File: src/rtl/rmap_pkg.sv
package rmap_pkg;
  localparam int ARCH_REGS_DEF = 8;
  localparam int PHYS_REGS_DEF = 16;
  localparam int SRC_PORTS_DEF = 2;
endpackage

File: src/rtl/rmap_commit_table.sv
module rmap_commit_table #(
  parameter int NA = rmap_pkg::ARCH_REGS_DEF,
  parameter int NP = rmap_pkg::PHYS_REGS_DEF,
  localparam int AW = $clog2(NA),
  localparam int PW = $clog2(NP)
) (
  input  logic                   clk,
  input  logic                   rst_n,
  input  logic                   cm_valid,
  input  logic [AW-1:0]          cm_arch,
  input  logic [PW-1:0]          cm_phys,
  output logic [NA-1:0][PW-1:0]  cmap_next
);
  logic [NA-1:0][PW-1:0] cmap_q;

  // next-state image also feeds the rollback path, so a same-cycle commit is kept
  always_comb begin
    cmap_next = cmap_q;
    if (cm_valid) cmap_next[cm_arch] = cm_phys;
  end

  for (genvar i = 0; i < NA; i++) begin : g_ent
    always_ff @(posedge clk) begin
      if (!rst_n) cmap_q[i] <= PW'(i);
      else        cmap_q[i] <= cmap_next[i];
    end
  end

  // retired entry takes the committed pointer
  a_r8_commit_writes: assert property (@(posedge clk) disable iff (!rst_n)
    cm_valid |=> cmap_q[$past(cm_arch)] == $past(cm_phys));
endmodule

File: src/rtl/rmap_spec_table.sv
module rmap_spec_table #(
  parameter int NA = rmap_pkg::ARCH_REGS_DEF,
  parameter int NP = rmap_pkg::PHYS_REGS_DEF,
  localparam int AW = $clog2(NA),
  localparam int PW = $clog2(NP)
) (
  input  logic                   clk,
  input  logic                   rst_n,
  input  logic                   ren_fire,
  input  logic [AW-1:0]          ren_arch,
  input  logic [PW-1:0]          ren_phys,
  input  logic                   wb_valid,
  input  logic [AW-1:0]          wb_arch,
  input  logic [PW-1:0]          wb_phys,
  input  logic                   restore,
  input  logic [NA-1:0][PW-1:0]  restore_map,
  output logic [NA-1:0][PW-1:0]  map_o,
  output logic [NA-1:0]          pend_o,
  output logic [PW-1:0]          old_phys
);
  logic [NA-1:0][PW-1:0] map_q;
  logic [NA-1:0]         pend_q;

  assign map_o    = map_q;
  assign pend_o   = pend_q;
  assign old_phys = map_q[ren_arch];

  for (genvar i = 0; i < NA; i++) begin : g_ent
    logic ren_hit, wb_hit;
    assign ren_hit = ren_fire && (ren_arch == AW'(i));
    assign wb_hit  = wb_valid && (wb_arch == AW'(i)) && (map_q[i] == wb_phys);

    always_ff @(posedge clk) begin
      if (!rst_n) begin
        map_q[i]  <= PW'(i);
        pend_q[i] <= 1'b0;
      end else if (restore) begin
        map_q[i]  <= restore_map[i];
        pend_q[i] <= 1'b0;
      end else if (ren_hit) begin
        map_q[i]  <= ren_phys;
        pend_q[i] <= 1'b1;
      end else if (wb_hit) begin
        pend_q[i] <= 1'b0;
      end
    end
  end

  // accepted rename installs mapping and marks it pending
  a_r3_install: assert property (@(posedge clk) disable iff (!rst_n)
    (ren_fire && !restore) |=>
      (map_q[$past(ren_arch)] == $past(ren_phys)) && pend_q[$past(ren_arch)]);

  // a writeback for a physical register no longer mapped leaves pending alone
  a_r6_stale_wb_kept: assert property (@(posedge clk) disable iff (!rst_n)
    (wb_valid && !restore && !(ren_fire && ren_arch == wb_arch) &&
     map_q[wb_arch] != wb_phys) |=>
      pend_q[$past(wb_arch)] == $past(pend_q[wb_arch]));

  // rollback clears every pending flag and restores the retired image
  a_r9_rollback_clears: assert property (@(posedge clk) disable iff (!rst_n)
    restore |=> pend_q == '0);
  a_r9_rollback_copies: assert property (@(posedge clk) disable iff (!rst_n)
    restore |=> map_q == $past(restore_map));
endmodule

File: src/rtl/rmap_src_port.sv
module rmap_src_port #(
  parameter int NA = rmap_pkg::ARCH_REGS_DEF,
  parameter int NP = rmap_pkg::PHYS_REGS_DEF,
  localparam int AW = $clog2(NA),
  localparam int PW = $clog2(NP)
) (
  input  logic [NA-1:0][PW-1:0] map_i,
  input  logic [NA-1:0]         pend_i,
  input  logic [AW-1:0]         arch,
  output logic [PW-1:0]         phys,
  output logic                  ready
);
  assign phys  = map_i[arch];
  assign ready = ~pend_i[arch];
endmodule

File: src/rtl/reg_map_unit.sv
module reg_map_unit #(
  parameter int NA = rmap_pkg::ARCH_REGS_DEF,
  parameter int NP = rmap_pkg::PHYS_REGS_DEF,
  parameter int NS = rmap_pkg::SRC_PORTS_DEF,
  localparam int AW = $clog2(NA),
  localparam int PW = $clog2(NP)
) (
  input  logic                  clk,
  input  logic                  rst_n,
  input  logic                  ren_valid,
  output logic                  ren_ready,
  input  logic [AW-1:0]         ren_arch,
  input  logic [PW-1:0]         ren_phys,
  output logic [PW-1:0]         ren_old_phys,
  input  logic                  wb_valid,
  input  logic [AW-1:0]         wb_arch,
  input  logic [PW-1:0]         wb_phys,
  input  logic                  cm_valid,
  input  logic [AW-1:0]         cm_arch,
  input  logic [PW-1:0]         cm_phys,
  input  logic                  rollback,
  input  logic [NS-1:0][AW-1:0] src_arch,
  output logic [NS-1:0][PW-1:0] src_phys,
  output logic [NS-1:0]         src_ready
);
  logic                  ren_fire;
  logic [NA-1:0][PW-1:0] cmap_next;
  logic [NA-1:0][PW-1:0] smap;
  logic [NA-1:0]         spend;

  assign ren_ready = ~rollback;
  assign ren_fire  = ren_valid & ren_ready;

  rmap_commit_table #(.NA(NA), .NP(NP)) i_commit (
    .clk(clk), .rst_n(rst_n),
    .cm_valid(cm_valid), .cm_arch(cm_arch), .cm_phys(cm_phys),
    .cmap_next(cmap_next)
  );

  rmap_spec_table #(.NA(NA), .NP(NP)) i_spec (
    .clk(clk), .rst_n(rst_n),
    .ren_fire(ren_fire), .ren_arch(ren_arch), .ren_phys(ren_phys),
    .wb_valid(wb_valid), .wb_arch(wb_arch), .wb_phys(wb_phys),
    .restore(rollback), .restore_map(cmap_next),
    .map_o(smap), .pend_o(spend), .old_phys(ren_old_phys)
  );

  for (genvar s = 0; s < NS; s++) begin : g_src
    rmap_src_port #(.NA(NA), .NP(NP)) i_port (
      .map_i(smap), .pend_i(spend), .arch(src_arch[s]),
      .phys(src_phys[s]), .ready(src_ready[s])
    );
  end

  // nothing is written into the speculative table on a refused request
  a_r10_refused_no_write: assert property (@(posedge clk) disable iff (!rst_n)
    (rollback && !$past(rollback)) |=> spend == '0);
endmodule

File: config.mk
export PLATFORM = sky130hd
export DESIGN_NAME = reg_map_unit
export DESIGN_NICKNAME = d
export VERILOG_FILES = /design/src/rtl/rmap_pkg.sv /design/src/rtl/rmap_commit_table.sv /design/src/rtl/rmap_spec_table.sv /design/src/rtl/rmap_src_port.sv /design/src/rtl/reg_map_unit.sv
export SDC_FILE = /design/constraint.sdc
export NUM_CORES = 1
export LEC_CHECK = 0
export BUFFER_PORTS_ARGS = -buffer_cell sky130_fd_sc_hd__buf_2
export CAP_MARGIN = 25
export CORE_MARGIN = 5
export CORE_UTILIZATION = 49
export DETAILED_ROUTE_END_ITERATION = 8
export PLACE_DENSITY = 0.77
export SKIP_LAST_GASP = 1
export SYNTH_ARGS = -nofsm -noshare
export SYNTH_HDL_FRONTEND = slang
export SYNTH_SLANG_ARGS = --single-unit
File: constraint.sdc
create_clock -name clk -period 2.6 [get_ports clk]
set_input_delay 0.26 -clock clk [delete_from_list [all_inputs] [get_ports clk]]
set_output_delay 0.26 -clock clk [all_outputs]
set_load 0.005 [all_outputs]
==> impl_metrics.tcl <==
set metrics [dict create \
    run_status "completed" \
    antenna_found_initial 0 \
    cts_max_path_buffers 2 \
    placement_rows 34 \
    ctsRootBufferMaster "sky130_fd_sc_hd__clkbuf_8" \
    rsz0062_at_grt "no" \
    peak_fanout_along_the_critical_path 5 \
    fin_setup_tns_ns 0 \
    finalClockSkew_ns 0.0140 \
    die_height_um 104 \
    first_global_vias 3767 \
    crit_path_end_kind "primary output" \
    critical_path_required_ns 2.34 \
    post_synth_main_area_contributors "sky130_fd_sc_hd__dfxtp_1 (33%), sky130_fd_sc_hd__mux4_2 (14%), sky130_fd_sc_hd__mux2i_1 (9.4%)" \
    synth_top_area_cell "sky130_fd_sc_hd__dfxtp_1" \
    design.die.area_um2 10900 \
    coreArea_um2 8720 \
    drt_first_pass_iters 5 \
    hold_slack_ns 0.207 \
    routed_wire_length_per_instance_um 22.8 \
    drtAntennaViolNets 0 \
    synthCells 418 \
    total_switching_power_mw 0.722 \
    placement.io_buffers 47 \
    asyncSetResetFlopFracSynth 0 \
    crit_chain "mux4_2 > mux2_2 > buf_2" \
    initial_core_util 0.501 \
    cts_setup_buffers 0 \
    drc_viols 0 \
    yosys_warnings 0 \
    post_cts_hold_buffer_count 0 \
    cts_num_sinks 72 \
    die_w_um 104 \
    worst_ir_drop_vdd_uv 272 \
    count_of_pins_over_their_slew_limit 0 \
    timing.critical_path.slowest_stage_cell "sky130_fd_sc_hd__mux4_2" \
    drt-total-wl_mm 12.6 \
    io_pins 48 \
    p_int_mw 1.66 \
    average_instance_area_after_synthesis_um2 10.4 \
    report.final.hold_viol_count 0 \
    fmax_mhz 521 \
    max_cap_violations 0 \
    post_route_cells_drive_above_1_share 0.285 \
    grt_first_pass_wirelength_mm 19.8 \
    post_cts_resize_count 0 \
    timing.final.crit_period_ns 1.92 \
    synth_ff_type "sky130_fd_sc_hd__dfxtp_1" \
    nNetsFinal 470 \
    p_seq_frac 0.491 \
    place_area_um2 4570 \
    yosys_register_bits 72 \
    seq_area_frac_synth 0.330 \
    diodes 0 \
    drt_iter0_drc 441 \
    switching_share 0.303 \
    largest_net_degree_at_the_start_of_global_routing 25 \
    cts-buffers-inserted 9 \
    max_slew.worst_pin.slew_ns 0.832 \
    min-delay-path-class "primary input to flip-flop" \
    globalplace.congestion 0.930 \
    clock_insertion_delay_worst_skew_ns 0.36 \
    synth_edf_count 0 \
    area_delta_synth_final_pct 8.65 \
    finalSetupViolations 0 \
    power_density_nw_per_um2 502 \
    distinct_cell_type_count_after_synthesis 40 \
    final_instance_area_um2 4740 \
    p_comb_frac 0.175 \
    final.period_utilization 0.738 \
    route.detailed.vias_per_inst 6.73 \
    worst-path-buf-inv 1 \
    tritoncts "built" \
    post-synth-top-area-fraction 0.330 \
    gr-total-overflow 0 \
    grt_use_total 0.229 \
    h_tree_levels 3 \
    synthesis.nets 451 \
    critical-path-top-delay-family "multiplexers" \
    critPathMaxStageDelay_ns 0.50 \
    leakage_nw 1.77 \
    maxSlewHeadroom 0.443 \
    critPathKind "flip-flop to primary output" \
    worst_setup_hold_path_clk_slew_ns 0.09 \
    share_clk_of_total_power 0.334 \
    critical_path_start_type "flip-flop" \
    post-dp-hpwl_mm 9.21 \
    synthesis.area_um2 4370 \
    vias 3704 \
    worst-endpoint-arrival_ns 1.66 \
]
[cell type report]
class / count / area, um2
Fill cell: 756 / 3980
Multi-Input combinational cell: 296 / 2690
Sequential cell: 72 / 1440
Timing Repair Buffer: 56 / 303
Tap cell: 108 / 135
Clock buffer: 10 / 128
Clock inverter: 6 / 45.0
Inverter: 2 / 7.51
[metal layers]
layer  routed length (um)  part of all wire  track usage
met5                    0                 0            0
met4                  486             0.039        0.123
met3                 1050             0.083       0.0528
met2                 6000              0.48        0.356
met1                 5030              0.40        0.295
[flip-flops by register name, indices dropped and copies added (netlist names)]
name and count:
i_commit.cmap_q 32, i_spec.pend_o 8, i_spec.map_o 32
[synthesized netlist by cell type, types with 2 or more instances]
| library cell | instances |
|---|---|
| sky130_fd_sc_hd__a21oi_1 | 8 |
| sky130_fd_sc_hd__nand2_1 | 16 |
| sky130_fd_sc_hd__a221oi_1 | 2 |
| sky130_fd_sc_hd__buf_4 | 3 |
| sky130_fd_sc_hd__a221oi_2 | 11 |
| sky130_fd_sc_hd__buf_2 | 24 |
| sky130_fd_sc_hd__clkbuf_2 | 3 |
| sky130_fd_sc_hd__nand4b_1 | 8 |
| sky130_fd_sc_hd__o21ai_0 | 8 |
| sky130_fd_sc_hd__nand4_1 | 3 |
| sky130_fd_sc_hd__o21ai_1 | 16 |
| sky130_fd_sc_hd__and4bb_1 | 2 |
| sky130_fd_sc_hd__mux2i_1 | 41 |
| sky130_fd_sc_hd__dfxtp_1 | 72 |
| sky130_fd_sc_hd__mux2_2 | 12 |
| sky130_fd_sc_hd__nand4bb_1 | 3 |
| sky130_fd_sc_hd__nor4bb_1 | 2 |
| sky130_fd_sc_hd__and2_1 | 2 |
| sky130_fd_sc_hd__mux4_2 | 28 |
| sky130_fd_sc_hd__xor2_1 | 32 |
| sky130_fd_sc_hd__a31oi_1 | 13 |
| sky130_fd_sc_hd__nand3_1 | 12 |
| sky130_fd_sc_hd__nand2b_1 | 2 |
| sky130_fd_sc_hd__o22ai_1 | 7 |
| sky130_fd_sc_hd__nor2_1 | 23 |
| sky130_fd_sc_hd__nor2b_1 | 2 |
| sky130_fd_sc_hd__a32oi_1 | 12 |
| sky130_fd_sc_hd__nor3_1 | 8 |
| sky130_fd_sc_hd__clkbuf_1 | 17 |
| sky130_fd_sc_hd__a211oi_1 | 16 |
[worst register-to-register path: cells and delay by family (launching register included)]
kind	cells	cell delay, ns
compound gates	2	0.42
xor+xnor	1	0.11
flops	1	0.48
[power groups by stage]
stage | Combinational, mW | Clock (mW) | Sequential (mW)
final | 0.418 | 0.795 | 1.17
after global routing | 0.445 | 0.853 | 1.17
after CTS | 0.412 | 0.800 | 1.17
after detailed placement | 0.410 | 0 | 1.19
after global placement | 0.397 | 0 | 1.19
after floorplan | 0.299 | 0 | 1.18
[layout by cell type, fill, tap and decap left out, types with 3 or more instances in the layout]
| cell type | instances |
|---|---|
| sky130_fd_sc_hd__a211oi_1 | 16 |
| sky130_fd_sc_hd__a21oi_1 | 8 |
| sky130_fd_sc_hd__a221oi_2 | 11 |
| sky130_fd_sc_hd__a31oi_1 | 13 |
| sky130_fd_sc_hd__a32oi_1 | 12 |
| sky130_fd_sc_hd__buf_2 | 47 |
| sky130_fd_sc_hd__buf_4 | 9 |
| sky130_fd_sc_hd__clkbuf_8 | 9 |
| sky130_fd_sc_hd__clkinvlp_4 | 3 |
| sky130_fd_sc_hd__dfxtp_1 | 72 |
| sky130_fd_sc_hd__mux2_2 | 12 |
| sky130_fd_sc_hd__mux2i_1 | 41 |
| sky130_fd_sc_hd__mux4_2 | 28 |
| sky130_fd_sc_hd__nand2_1 | 16 |
| sky130_fd_sc_hd__nand3_1 | 12 |
| sky130_fd_sc_hd__nand4_1 | 3 |
| sky130_fd_sc_hd__nand4b_1 | 8 |
| sky130_fd_sc_hd__nand4bb_1 | 3 |
| sky130_fd_sc_hd__nor2_1 | 23 |
| sky130_fd_sc_hd__nor3_1 | 8 |
| sky130_fd_sc_hd__o21ai_0 | 8 |
| sky130_fd_sc_hd__o21ai_1 | 16 |
| sky130_fd_sc_hd__o22ai_1 | 7 |
| sky130_fd_sc_hd__xor2_1 | 32 |
[cell families (layout without fill, tap and decap cells)]
logic type	after synthesis	in the layout	synth area share
and+or+nand+nor	90	90	0.123
DFF	72	72	0.330
buffers and inverters	50	74	0.0550
xor gates and xnor gates	32	32	0.0642
AOI/OAI and AO/OA	93	93	0.159
muxes	81	81	0.269
[stage by stage]
step,std cells,util,setup WS [ns],power [mW]
finish,550,0.544,0.681,2.38
global route,550,0.544,0.637,2.47
CTS,550,0.544,0.677,2.38
detailed placement,534,0.524,0.736,1.60
global placement,534,0.524,0.776,1.59
floorplan,418,-,1.03,1.48
[worst paths after layout]
path / start / endpoint / slack (ns) / depth (start not counted)
worst min-delay path: rst_n / i_commit.cmap_q[26] / 0.21 / 2
worst max register to register: i_spec.map_o[17] / i_spec.pend_o[4] / 1.46 / 3
worst min register to register: i_commit.cmap_q[12] / i_commit.cmap_q[12] / 0.50 / 2
worst max-delay path: i_spec.map_o[28] / ren_old_phys[0] / 0.68 / 3
(Power assumes the default switching activity.)
